$ cat config.mk
export PLATFORM = sky130hd
export DESIGN_NAME = dma_tc_ctrl
export DESIGN_NICKNAME = d
export VERILOG_FILES = /design/src/rtl/dma_tc_pkg.sv /design/src/rtl/dma_tc_sync.sv /design/src/rtl/dma_tc_detect.sv /design/src/rtl/dma_tc_fsm.sv /design/src/rtl/dma_tc_status.sv /design/src/rtl/dma_tc_ctrl.sv
export SDC_FILE = /design/constraint.sdc
export NUM_CORES = 1
export LEC_CHECK = 0
export ABC_AREA = 1
export BUFFER_PORTS_ARGS = -buffer_cell sky130_fd_sc_hd__buf_2
export CAP_MARGIN = 20
export CORE_MARGIN = 5
export CORE_UTILIZATION = 30
export DETAILED_ROUTE_END_ITERATION = 10
export PLACE_DENSITY_LB_ADDON = 0.1
export SKIP_CTS_REPAIR_TIMING = 1
export SLEW_MARGIN = 30
export SYNTH_ARGS = -nofsm -noshare
export SYNTH_HDL_FRONTEND = slang
export SYNTH_SLANG_ARGS = --single-unit
$ cat constraint.sdc
create_clock -name clk -period 1.1 [get_ports clk]
set_input_delay 0.22 -clock clk [delete_from_list [all_inputs] [get_ports clk]]
set_output_delay 0.22 -clock clk [all_outputs]
set_load 0.01 [all_outputs]
$ cat src/rtl/dma_tc_pkg.sv
package dma_tc_pkg;

    typedef enum logic [1:0] {
        ST_WATCH = 2'd0,
        ST_END   = 2'd1,
        ST_HOLD  = 2'd2
    } tc_state_e;

endpackage

$ cat src/rtl/dma_tc_sync.sv
module dma_tc_sync #(
    parameter int   STAGES    = 2,
    parameter logic RESET_VAL = 1'b1
) (
    input  logic clk,
    input  logic rst_n,
    input  logic d,
    output logic q
);
    logic [STAGES-1:0] chain;

    always_ff @(posedge clk or negedge rst_n) begin
        if (!rst_n) begin
            chain <= {STAGES{RESET_VAL}};
        end else begin
            chain <= {chain[STAGES-2:0], d};
        end
    end

    assign q = chain[STAGES-1];
endmodule

$ cat src/rtl/dma_tc_detect.sv
module dma_tc_detect #(
    parameter int NUM_CH = 4,
    localparam int CH_W  = $clog2(NUM_CH)
) (
    input  logic              in_service,
    input  logic [CH_W-1:0]   active_ch,
    input  logic [NUM_CH-1:0] cnt_expired,
    input  logic              mem2mem,
    input  logic              ext_low,
    output logic              int_evt,
    output logic              ext_evt
);
    logic [NUM_CH-1:0] qual;

    for (genvar i = 0; i < NUM_CH; i++) begin : g_qual
        if (i == 0) begin : g_src
            // source channel of a memory-to-memory transfer never ends it
            assign qual[i] = cnt_expired[i] && (active_ch == CH_W'(i)) && !mem2mem;
        end else begin : g_norm
            assign qual[i] = cnt_expired[i] && (active_ch == CH_W'(i));
        end
    end

    assign int_evt = in_service && (|qual);
    assign ext_evt = in_service && ext_low;
endmodule

$ cat src/rtl/dma_tc_fsm.sv
module dma_tc_fsm
    import dma_tc_pkg::*;
#(
    parameter int NUM_CH = 4,
    localparam int CH_W  = $clog2(NUM_CH)
) (
    input  logic              clk,
    input  logic              rst_n,
    input  logic              int_evt,
    input  logic              ext_evt,
    input  logic              in_service,
    input  logic [CH_W-1:0]   active_ch,
    input  logic [NUM_CH-1:0] autoinit_en,
    output logic              ev_fire,
    output logic [CH_W-1:0]   ev_ch,
    output logic              ev_auto,
    output logic              eop_pull,
    output logic              service_end,
    output logic [NUM_CH-1:0] reload_strobe
);
    tc_state_e         state_q, state_d;
    logic [CH_W-1:0]   held_ch;
    logic              held_int;
    logic              held_auto;

    assign ev_fire = (state_q == ST_WATCH) && (int_evt || ext_evt);
    assign ev_ch   = active_ch;
    assign ev_auto = autoinit_en[active_ch];

    always_comb begin
        state_d = state_q;
        unique case (state_q)
            ST_WATCH: if (int_evt || ext_evt) state_d = ST_END;   // WATCH_TO_END
            ST_END:   state_d = ST_HOLD;                          // END_TO_HOLD
            ST_HOLD:  if (!in_service) state_d = ST_WATCH;        // HOLD_TO_WATCH
            default:  state_d = ST_WATCH;
        endcase
    end

    always_ff @(posedge clk or negedge rst_n) begin
        if (!rst_n) begin
            state_q <= ST_WATCH;
        end else begin
            state_q <= state_d;
        end
    end

    always_ff @(posedge clk or negedge rst_n) begin
        if (!rst_n) begin
            held_ch   <= '0;
            held_int  <= 1'b0;
            held_auto <= 1'b0;
        end else if (ev_fire) begin
            held_ch   <= ev_ch;
            held_int  <= int_evt;
            held_auto <= ev_auto;
        end
    end

    always_comb begin
        service_end   = 1'b0;
        eop_pull      = 1'b0;
        reload_strobe = '0;
        unique case (state_q)
            ST_WATCH: ;
            ST_END: begin
                service_end = 1'b1;
                eop_pull    = held_int;
                if (held_auto) reload_strobe[held_ch] = 1'b1;
            end
            ST_HOLD: ;
            default: ;
        endcase
    end


    end_one_cycle_chk: assert property (@(posedge clk) disable iff (!rst_n)
        service_end |=> !service_end);


    hold_blocks_chk: assert property (@(posedge clk) disable iff (!rst_n)
        (state_q == ST_HOLD && in_service) |=> !service_end);


    fire_then_end_chk: assert property (@(posedge clk) disable iff (!rst_n)
        ev_fire |=> service_end);
endmodule

$ cat src/rtl/dma_tc_status.sv
module dma_tc_status #(
    parameter int NUM_CH = 4,
    localparam int CH_W  = $clog2(NUM_CH)
) (
    input  logic              clk,
    input  logic              rst_n,
    input  logic              ev_fire,
    input  logic [CH_W-1:0]   ev_ch,
    input  logic              ev_auto,
    input  logic              status_rd,
    input  logic [NUM_CH-1:0] mask_clr,
    output logic [NUM_CH-1:0] tc_status,
    output logic [NUM_CH-1:0] mask
);
    for (genvar i = 0; i < NUM_CH; i++) begin : g_ch
        logic hit;
        assign hit = ev_fire && (ev_ch == CH_W'(i));

        always_ff @(posedge clk or negedge rst_n) begin
            if (!rst_n) begin
                tc_status[i] <= 1'b0;
            end else if (hit) begin
                tc_status[i] <= 1'b1;
            end else if (status_rd) begin
                tc_status[i] <= 1'b0;
            end
        end

        always_ff @(posedge clk or negedge rst_n) begin
            if (!rst_n) begin
                mask[i] <= 1'b1;
            end else if (hit && !ev_auto) begin
                mask[i] <= 1'b1;
            end else if (mask_clr[i]) begin
                mask[i] <= 1'b0;
            end
        end


        mask_clear_chk: assert property (@(posedge clk) disable iff (!rst_n)
            (mask_clr[i] && !(hit && !ev_auto)) |=> !mask[i]);
    end


    tc_set_chk: assert property (@(posedge clk) disable iff (!rst_n)
        ev_fire |=> tc_status[$past(ev_ch)]);


    auto_keeps_mask_chk: assert property (@(posedge clk) disable iff (!rst_n)
        (ev_fire && ev_auto && !mask[ev_ch]) |=> !mask[$past(ev_ch)]);


    read_clears_chk: assert property (@(posedge clk) disable iff (!rst_n)
        (status_rd && !ev_fire) |=> (tc_status == '0));
endmodule

$ cat src/rtl/dma_tc_ctrl.sv
module dma_tc_ctrl #(
    parameter int NUM_CH      = 4,
    parameter int SYNC_STAGES = 2,
    localparam int CH_W       = $clog2(NUM_CH)
) (
    input  logic              clk,
    input  logic              rst_n,
    input  logic              in_service,
    input  logic [CH_W-1:0]   active_ch,
    input  logic [NUM_CH-1:0] cnt_expired,
    input  logic              mem2mem,
    input  logic [NUM_CH-1:0] autoinit_en,
    input  logic              eop_in_n,
    input  logic              status_rd,
    input  logic [NUM_CH-1:0] mask_clr,
    output logic              eop_pull,
    output logic              service_end,
    output logic [NUM_CH-1:0] reload_strobe,
    output logic [NUM_CH-1:0] tc_status,
    output logic [NUM_CH-1:0] mask
);
    logic           eop_sync_n;
    logic           int_evt;
    logic           ext_evt;
    logic           ev_fire;
    logic [CH_W-1:0] ev_ch;
    logic           ev_auto;

    dma_tc_sync #(.STAGES(SYNC_STAGES), .RESET_VAL(1'b1)) u_sync (
        .clk   (clk),
        .rst_n (rst_n),
        .d     (eop_in_n),
        .q     (eop_sync_n)
    );

    dma_tc_detect #(.NUM_CH(NUM_CH)) u_detect (
        .in_service  (in_service),
        .active_ch   (active_ch),
        .cnt_expired (cnt_expired),
        .mem2mem     (mem2mem),
        .ext_low     (!eop_sync_n),
        .int_evt     (int_evt),
        .ext_evt     (ext_evt)
    );

    dma_tc_fsm #(.NUM_CH(NUM_CH)) u_fsm (
        .clk           (clk),
        .rst_n         (rst_n),
        .int_evt       (int_evt),
        .ext_evt       (ext_evt),
        .in_service    (in_service),
        .active_ch     (active_ch),
        .autoinit_en   (autoinit_en),
        .ev_fire       (ev_fire),
        .ev_ch         (ev_ch),
        .ev_auto       (ev_auto),
        .eop_pull      (eop_pull),
        .service_end   (service_end),
        .reload_strobe (reload_strobe)
    );

    dma_tc_status #(.NUM_CH(NUM_CH)) u_status (
        .clk       (clk),
        .rst_n     (rst_n),
        .ev_fire   (ev_fire),
        .ev_ch     (ev_ch),
        .ev_auto   (ev_auto),
        .status_rd (status_rd),
        .mask_clr  (mask_clr),
        .tc_status (tc_status),
        .mask      (mask)
    );


    idle_ignores_chk: assert property (@(posedge clk) disable iff (!rst_n)
        !in_service |-> !ev_fire);


    m2m_src_silent_chk: assert property (@(posedge clk) disable iff (!rst_n)
        (mem2mem && active_ch == '0 && eop_sync_n) |-> !ev_fire);


    reload_shape_chk: assert property (@(posedge clk) disable iff (!rst_n)
        (|reload_strobe) |-> ($countones(reload_strobe) == 1 && service_end));


    pull_only_at_end_chk: assert property (@(posedge clk) disable iff (!rst_n)
        eop_pull |-> service_end);
endmodule

== Word-level counts from Yosys, hierarchy flattened ==
Index checks and enable logic that the tools add are counted.
Storage, ports and cells
  flip-flop bits (word level): 16
  logic and storage cells: 80
Operators by class
  $lt $le $gt $ge: 3
  equality and inequality tests: 7
  mux-type cells: 24
  reduce and logical (&&, ||, !) cells: 33
Operators by type and width (count)
  $logic_and 1x1->1: 17
  $mux 1: 17
  $reduce_bool 2->1: 8
  $mux 4: 2
  $eq 2x2->1 const B: 3
  $lt 2x3->1 const B: 2
  $pmux 2 s3: 1
  $eq 2x1->1 const B: 2
  $logic_not 2->1: 2
  $mux 2: 2
  $ne 2x2->1 const B: 2
  $reduce_or 4->1: 1
  $logic_not 1->1: 3
  $bmux 1 s2: 1
  $demux 1 s2: 1
  $ge 2x1->1 const B: 1
  $reduce_and 2->1: 1
  $logic_or 1x1->1: 1

== Logic depth before layout (Yosys ltp) ==
Gate-level depths: netlist of the first run.
  depth after elaboration: 10
  mapped depth: 8

== Hierarchy ==
Synthesis of the first run repeated with hierarchy kept, for this count alone.
Unflattened totals
  cells, all modules: 105
  area total of the unflattened synthesis: 843.3 um^2
Modules (own cells, without submodules)
  dma_tc_fsm: instances 1, cells each 47, area an instance 365.4 um^2, sequential area each 150.1 um^2
  dma_tc_status: instances 1, cells each 39, area an instance 346.6 um^2, sequential area each 205.2 um^2
  dma_tc_detect: instances 1, cells each 16, area an instance 75.1 um^2, sequential area each 0.0 um^2
  dma_tc_sync: instances 1, cells each 2, area an instance 52.6 um^2, sequential area each 52.6 um^2
  dma_tc_ctrl: instances 1, cells each 1, area an instance 3.8 um^2, sequential area each 0.0 um^2

== Worst setup path before layout of the first run ==
Ideal clock, no wire load.
  kind: reg-to-output
  from: register u_fsm.state_q[1]
  to: output reload_strobe[0]
  data arrival time: 1088 ps
  data required time: 880 ps
  slack: -208 ps
  stages on the path, launching flop included: 4
  buffers on the path: 0
  cell sequence: dfrtp_1 nor2_1 inv_1 nor4_1
On the way
  longest elaborated chain between the ends: 2
RTL lines
  start: declaration: RTL line dma_tc_fsm.sv:21  | tc_state_e state_q, state_d;
  start signal: assignment: RTL line dma_tc_fsm.sv:44  | state_q <= state_d;
  $eq 2x1->1: RTL line dma_tc_fsm.sv:64  | unique case (state_q)
  $mux 4: RTL line dma_tc_fsm.sv:64
  end: declaration: RTL line dma_tc_ctrl.sv:18  | output logic [NUM_CH-1:0] reload_strobe,
No other way between the ends.

== Worst setup path after layout of the first run ==
  from: register u_fsm.held_ch[1]
  to: output reload_strobe[0]
On the way
  longest elaborated chain between the ends: 6
  elaborated cells between the ends (all ways): 7
RTL lines
  start: declaration: RTL line dma_tc_fsm.sv:22  | logic [CH_W-1:0] held_ch;
  start signal: assignment: RTL line dma_tc_fsm.sv:54  | held_ch <= ev_ch;
  $lt 2x3->1 (implied by the code) / $ge 2x1->1 (equally long branches): RTL line dma_tc_fsm.sv:69  | if (held_auto) reload_strobe[held_ch] = 1'b1;
  $logic_and 1x1->1 (implied by the code): RTL line dma_tc_fsm.sv:69
  $mux 1 (implied by the code): RTL line dma_tc_fsm.sv:69
  $demux 1 s2 *
  $mux 4 *: RTL line dma_tc_fsm.sv:69
  $mux 4 *: RTL line dma_tc_fsm.sv:64
Mark *: on every way between the ends. The rest lies on a longest branch, timed or not.

==> results of run 1 <==
-- cell usage in the layout (no fill, tap or decap), types with 2 or more instances in the layout --
| cell | n |
|---|---|
| sky130_fd_sc_hd__nor2_4 | 2 |
| sky130_fd_sc_hd__nor2_1 | 7 |
| sky130_fd_sc_hd__dlygate4sd3_1 | 2 |
| sky130_fd_sc_hd__nand4_1 | 4 |
| sky130_fd_sc_hd__inv_2 | 4 |
| sky130_fd_sc_hd__nand2_1 | 31 |
| sky130_fd_sc_hd__inv_1 | 14 |
| sky130_fd_sc_hd__o21ai_1 | 3 |
| sky130_fd_sc_hd__nor4_4 | 4 |
| sky130_fd_sc_hd__buf_6 | 7 |
| sky130_fd_sc_hd__o21ai_0 | 2 |
| sky130_fd_sc_hd__dfrtp_1 | 8 |
| sky130_fd_sc_hd__dfstp_2 | 6 |
| sky130_fd_sc_hd__buf_2 | 28 |
| sky130_fd_sc_hd__inv_4 | 2 |
| sky130_fd_sc_hd__nand3_1 | 5 |
| sky130_fd_sc_hd__clkbuf_4 | 3 |
| sky130_fd_sc_hd__dfrtp_2 | 2 |
| sky130_fd_sc_hd__buf_4 | 14 |
-- cell families (layout without fill, tap and decap cells) --
| group | after synthesis | after routing | synth area share |
|---|---|---|---|
| buffers and inverters | 20 | 75 | 0.0946 |
| AND/OR/NAND/NOR | 58 | 58 | 0.353 |
| AO/OA/AOI/OAI | 6 | 6 | 0.0379 |
| flip-flops | 16 | 16 | 0.514 |
-- registers in the layout, summed over array words and instances, names as in the netlist --
| signal | flops |
|---|---|
| u_sync.chain | 2 |
| u_status.tc_status | 4 |
| u_status.mask | 4 |
| u_fsm.held_int | 1 |
| u_fsm.held_auto | 1 |
| u_fsm.held_ch | 2 |
| u_fsm.state_q | 2 |
-- metal layers --
| layer | share of wire | up-vias | track usage |
|---|---|---|---|
| li1 | - | 423 | - |
| met1 | 0.45 | 354 | 0.145 |
| met2 | 0.46 | 23 | 0.183 |
| met3 | 0.078 | 2 | 0.0252 |
| met4 | 0.0090 | 0 | 0.0636 |
| met5 | 0 | - | 0 |
-- path summary, 6_finish.rpt --
kind | start | end | slack [ns] | cells after the start
worst max register to register | u_fsm.state_q[0] | u_status.mask[1] | -0.06 | 7
max in group asynchronous | rst_n | u_status.mask[1] | 0.43 | 2
min in group asynchronous | rst_n | u_fsm.state_q[1] | 0.37 | 2
worst min register to register | u_sync.chain[0] | u_sync.chain[1] | 0.36 | 0
worst min-delay path | mask_clr[1] | u_status.mask[1] | 0.12 | 4
worst max-delay path | u_fsm.held_ch[1] | reload_strobe[0] | -0.39 | 3
-- power by group through the flow --
stage	Sequential, mW	Clock (mW)	Combinational, mW
2_1_floorplan	0.822	0	0.335
3_3_place_gp	0.821	0	0.538
3_5_place_dp	0.826	0	0.549
4_1_cts	0.817	0.404	0.550
5_1_grt	0.841	0.440	0.715
6_report	0.821	0.386	0.645
-- layout make-up --
class	count	area [µm²]
Inverter	20	80.1
Timing Repair Buffer	51	344
Multi-Input combinational cell	64	382
Sequential cell	16	410
Tap cell	30	37.5
Fill cell	262	1210
Clock buffer	4	36.3
-- worst register-to-register path, cell delays in order (launching register included) --
cell and delay [ns]:
sky130_fd_sc_hd__dfrtp_1 0.40, sky130_fd_sc_hd__buf_4 0.14, sky130_fd_sc_hd__nor2_1 0.08, sky130_fd_sc_hd__nand2_1 0.10
sky130_fd_sc_hd__inv_2 0.10, sky130_fd_sc_hd__buf_6 0.12, sky130_fd_sc_hd__nand4_1 0.10, sky130_fd_sc_hd__nand2_1 0.08
-- stage by stage --
stage                util  std cells  setup WS (ns)  cell area, µm²
CTS                 0.476        179         -0.463            1190
finish              0.516        185         -0.389            1290
global route        0.516        185         -0.441            1290
detailed placement  0.462        175         -0.137            1150
floorplan               -        100        0.00413             862
global placement    0.462        175        -0.0947            1150
==> metrics, run 1 <==
remaining global-route overflow 0; detailed-placement wirelength estimate ~1500 µm; NetSw around 0.65 mW; number of setup violations in the final report 17; maximum number of pins on one net before global-route repair 17; number of H-tree levels 1; antenna cells 0; share of total power consumed by net switching 0.352; final wirelength 1890 µm; total DRC errors in the routed layout 0; number of routed nets with antenna violations 0; synthesis warning total 0; final worst hold slack approximately 0.12 ns; number of synthesized flops with an enable pin 0; critical-path cell with the highest stage delay sky130_fd_sc_hd__dfrtp_2; most common cell in the synthesized netlist sky130_fd_sc_hd__nand2_1; number of DRC markers in iteration 0 14; nature of the critical path endpoint output pin; final weighted congestion of routability-driven global placement 0.778; ratio of cells with drive above 1 in the final layout 0.497; failing checks negative setup slack; wire length of the first global-routing pass 3170 µm; clock tree sinks 16; power density normalized to cell area 1440 nW/µm²; leakage power summed over all cells between 0.7 and 0.8 nW; final hold violation count 0; summed instance area of the synthesized netlist around 800 µm²; number of nets in the layout approximately 180; I/O Buffers 33; slew at the pin with the worst max-slew slack 0.363 ns; width of the die just over 60 µm; run status finished with violations; most numerous cell types in the synthesized netlist 31 x sky130_fd_sc_hd__nand2_1, 18 x sky130_fd_sc_hd__inv_1, 10 x sky130_fd_sc_hd__dfrtp_1; unrepaired setup endpoints after global routing yes; CTS Buf Count 3; root cell of the clock tree sky130_fd_sc_hd__clkbuf_4; via count 802; max-slew violation total from the final report 0; worst-path cell chain buf_4, nor4_4, buf_2; via count of the first global-routing pass 770; Post-synth ARST share 1.00; Comb pwr share 0.348; power after layout 1.85 mW; Fmax approximately 0.67 GHz; clock latency of the later-clocked register in the worst-skew pair roughly 0.28 ns; synthesized netlist cell count 100; iteration count of the initial detailed-routing pass 4; standard-cell row count 18; final worst slack -0.389 ns; sum of negative setup slack -2.34 ns; area of the die 3770 µm²; flip-flop and latch count after synthesis 16; element type at the critical path start flip-flop; vias per inst 4.34; Tot GR Track Use 0.115; Distinct cells, synth 17; die span in y 61.4 µm; required arrival time at the worst endpoint 0.88 ns; critical path data arrival time 1.27 ns; area growth from synthesis to layout 62.6%; maximum clock path buffer count 2; primary flip-flop cell chosen by synthesis mapping sky130_fd_sc_hd__dfrtp_1; Area contributors post-synth sky130_fd_sc_hd__dfrtp_1 32%, sky130_fd_sc_hd__dfstp_2 20%, sky130_fd_sc_hd__nand2_1 15%, sky130_fd_sc_hd__inv_1 8.5%, sky130_fd_sc_hd__nor2_1 3.8%; post-synthesis sequential area ratio 0.514; total of max-cap violations 0; core area about 2500 µm²; register share of total power 0.443; Int Power 1.20 mW; Max IR drop VDD ~0.76 mV; cell family with most CP delay flip-flops; antenna violations before repair 0; post-layout min period 1.49 ns; mean cell area of the mapped netlist 7.93 µm²; Synth area leader sky130_fd_sc_hd__dfrtp_1; maximum fanout along the worst path 4; buffer and inverter count on the worst path 2; CTS tree yes; Boundary Pins 34; clock slew seen by the registers of the worst setup and hold paths 0.09 ns; Hold Crit Class in -> reg; critical path's largest stage delay approximately 0.45 ns; setup skew after layout 0.00229 ns; initial cell density of the core 0.317; average wire per standard cell 10.2 µm; portion of total power attributed to the clock network 0.209; net count of the mapped netlist 120; worst relative slew slack 0.758; top cell type's share of synthesized area 0.315; Critical Setup Path Class reg -> out; portion of the clock cycle consumed by the worst path in the final layout 1.35
No activity file was read; power rests on OpenSTA's default activity.
==> run 2: changes to the inputs <==
--- a/config.mk
+++ b/config.mk
@@ -5,12 +5,12 @@
 export SDC_FILE = /design/constraint.sdc
 export NUM_CORES = 1
 export LEC_CHECK = 0
-export ABC_AREA = 1
 export BUFFER_PORTS_ARGS = -buffer_cell sky130_fd_sc_hd__buf_2
 export CAP_MARGIN = 20
 export CORE_MARGIN = 5
 export CORE_UTILIZATION = 30
 export DETAILED_ROUTE_END_ITERATION = 10
+export MAX_ROUTING_LAYER = met4
 export PLACE_DENSITY_LB_ADDON = 0.1
 export SKIP_CTS_REPAIR_TIMING = 1
 export SLEW_MARGIN = 30
==> metrics, run 2 <==
share of cell area taken by muxes after synthesis 0.116 (+0.116); maximum fanout along the worst path 4 (unchanged); vias per inst 4.49 (+3.5%); Boundary Pins 34 (unchanged); failing checks negative setup slack; number of setup violations in the final report 23 (+6); final cell count without fillers 148 (-20%); remaining global-route overflow 0 (unchanged); placed cell areas 1010 µm² (-12%); Critical Setup Path Class reg -> reg; Compound-Gate Fraction of Synth Area 0.103 (+0.0648); placed cell count 141 (-19%); antenna cells 0 (unchanged); Post-synth ARST share 1.00 (unchanged); area of the multi-input gates 372 µm² (-2.6%); leakage power summed over all cells 0.588 nW (-17%); average wire per standard cell 12.8 µm (+25%); area of all sequential standard cells 408 µm² (-0.61%); RR Startpoint u_fsm.state_q[1]; sum of negative setup slack -6.38 ns (-4.05 ns); iteration count of the initial detailed-routing pass 3 (-1); Simple-Gate Fraction of Synth Area 0.162 (-0.192); max-slew violation total from the final report 0 (unchanged); clock latency of the later-clocked register in the worst-skew pair 0.28 ns (about the same); combinational family with the most area after synthesis simple AND/OR/NAND/NOR gates; run status finished with violations; primary flip-flop cell chosen by synthesis mapping sky130_fd_sc_hd__dfrtp_1; final weighted congestion of routability-driven global placement 0.722 (-7.3%); via count 664 (-17%); maximum number of pins on one net before global-route repair 17 (unchanged); number of routed nets with antenna violations 0 (unchanged); summed instance area of the synthesized netlist 743 µm² (-6.3%); element type at the critical path start flip-flop; Hold Crit Start eop_in_n; root cell of the clock tree sky130_fd_sc_hd__clkbuf_4; standard-cell row count 18 (unchanged); fill cell total of the finished layout 241 (-8.0%); final core occ 0.494 (-0.0217); final hold violation count 0 (unchanged); unrepaired setup endpoints after global routing yes; Distinct cells, synth 23 (+6); Synth area leader sky130_fd_sc_hd__dfrtp_1; leading registers by flop count u_status.mask: 4 flops, u_status.tc_status: 4 flops; most common library cell in the layout ignoring fill and taps sky130_fd_sc_hd__buf_2; setup skew after layout 0.00461 ns (+0.00232 ns); critical path data arrival time 1.75 ns (+0.48 ns); CTS Buf Count 3 (unchanged); clock slew seen by the registers of the worst setup and hold paths 0.09 ns (about the same); post-synthesis sequential area ratio 0.549 (+0.0346); net count of the mapped netlist 89 (-26%); I/O Buffers 33 (unchanged); antenna violations before repair 0 (unchanged); cell area after layout 1200 µm² (-6.8%); synthesized netlist cell count 69 (-31%); startpoint of the worst setup timing path u_fsm.state_q[1]; mean cell area of the mapped netlist 10.8 µm² (+36%); total of max-cap violations 0 (unchanged); initial cell density of the core 0.306 (-0.0118); most numerous cell types in the synthesized netlist 10 x sky130_fd_sc_hd__dfrtp_1, 10 x sky130_fd_sc_hd__inv_1, 8 x sky130_fd_sc_hd__nand2_1, 8 x sky130_fd_sc_hd__o22ai_1, 6 x sky130_fd_sc_hd__dfstp_2; Fmax 0.633 GHz (-5.8%); CTS tree yes; flip-flop and latch count after synthesis 16 (unchanged); number of H-tree levels 1 (unchanged); synthesized-area fraction occupied by adder cells 0 (unchanged); Tot GR Track Use 0.112 (-0.00333); width of the die 59.8 µm (-2.7%); top cell type's share of synthesized area 0.337 (+0.0212); maximum clock path buffer count 2 (unchanged); core area 2430 µm² (-2.7%); power density normalized to cell area 1520 nW/µm² (+5.5%); clock tree sinks 16 (unchanged); number of nets in the layout 139 (-21%); area growth from synthesis to layout 61.8%; parity-gate share of the synthesized area counting xor and xnor cells 0 (unchanged); number of DRC markers in iteration 0 7 (-7); slew at the pin with the worst max-slew slack 0.371 ns (+0.00810 ns); post-layout min period 1.58 ns (+0.0914 ns); Hold Crit Class in -> reg; Max IR drop VDD 0.677 mV (-11%); worst relative slew slack 0.745 (-0.0125); detailed-placement wirelength estimate 1380 µm (-10%); portion of the clock cycle consumed by the worst path in the final layout 1.44 (+0.0831); required arrival time at the worst endpoint 1.27 ns (+0.39 ns); synthesis warning total 0 (unchanged); final wirelength 1890 µm (+0.11%); die span in y 59.8 µm (-2.7%); commonest non-fill, non-tap cells in the layout 28 x sky130_fd_sc_hd__buf_2, 11 x sky130_fd_sc_hd__buf_4, 10 x sky130_fd_sc_hd__inv_1, 10 x sky130_fd_sc_hd__dfrtp_1, 7 x sky130_fd_sc_hd__buf_6; via count of the first global-routing pass 697 (-9.5%); number of synthesized flops with an enable pin 0 (unchanged); final worst slack -0.480 ns (-0.0914 ns); nature of the critical path endpoint flip-flop; area of the die 3570 µm² (-5.3%); wire length of the first global-routing pass 2910 µm (-8.3%); final worst hold slack 0.0273 ns (-0.0947 ns); ratio of cells with drive above 1 in the final layout 0.636 (+0.139); Area contributors post-synth sky130_fd_sc_hd__dfrtp_1 34%, sky130_fd_sc_hd__dfstp_2 21%, sky130_fd_sc_hd__o22ai_1 6.7%, sky130_fd_sc_hd__inv_1 5.1%, sky130_fd_sc_hd__mux2i_1 4.0%; total DRC errors in the routed layout 0 (unchanged)
## run 2: cell count changes after synthesis, moves of 5 or more
cell                      before  now
sky130_fd_sc_hd__nand2_1      31    8
sky130_fd_sc_hd__o22ai_1       0    8
sky130_fd_sc_hd__nor2_1        8    3
sky130_fd_sc_hd__inv_1        18   10
## run 2: area by class of cell
| cell class | instances | area share |
|---|---|---|
| Tap cell | 30 | 0.0312 |
| Timing Repair Buffer | 47 | 0.259 |
| Sequential cell | 16 | 0.339 |
| Multi-Input combinational cell | 41 | 0.309 |
| Clock buffer | 4 | 0.0302 |
| Inverter | 10 | 0.0312 |
## run 2: layer usage
metal  share of wire  up-vias  routed length, µm  GRT usage
met2            0.54       16               1030      0.187
met4          0.0063        0                 12     0.0570
li1                -      336                  -          -
met1            0.41      310                776      0.127
met3           0.040        2                 76     0.0194
met5               0        -                  0          -
## run 2: cells by family after synthesis
kind of cell	Yosys count
DFF	16
AOI/OAI and AO/OA	13
buffers and inverters	12
muxes	6
and+or+nand+nor	22
## run 2: through the flow
| step | power (mW) | setup slack, ns |
|---|---|---|
| finish | 1.82 | -0.480 |
| global route | 1.94 | -0.526 |
| CTS | 1.68 | -0.506 |
| detailed placement | 1.29 | -0.481 |
| global placement | 1.27 | -0.444 |
| floorplan | 1.07 | -0.427 |
## run 2: worst max-delay path: stages (launching register included)
cell and delay (ns):
sky130_fd_sc_hd__dfrtp_1 0.43, sky130_fd_sc_hd__or3b_4 0.41, sky130_fd_sc_hd__a31oi_4 0.16, sky130_fd_sc_hd__and2_4 0.19
sky130_fd_sc_hd__mux2_4 0.29
## run 2: where the power goes
part	switching [mW]	leakage (nW)	internal [mW]	total [mW]
sequential	0.109	0.189	0.721	0.830
combinational	0.259	0.378	0.343	0.602
clock	0.189	0.0210	0.201	0.390
total	0.557	0.588	1.27	1.82
## run 2: final timing paths
path                       slack [ns]                to  cells after the start
max                             -0.48   u_fsm.held_auto                      4
min                              0.03   u_sync.chain[0]                      1
max reg2reg                     -0.48   u_fsm.held_auto                      4
min reg2reg                      0.36   u_sync.chain[1]                      0
max in group asynchronous        0.42   u_sync.chain[1]                      2
min in group asynchronous        0.37  u_fsm.held_ch[1]                      2
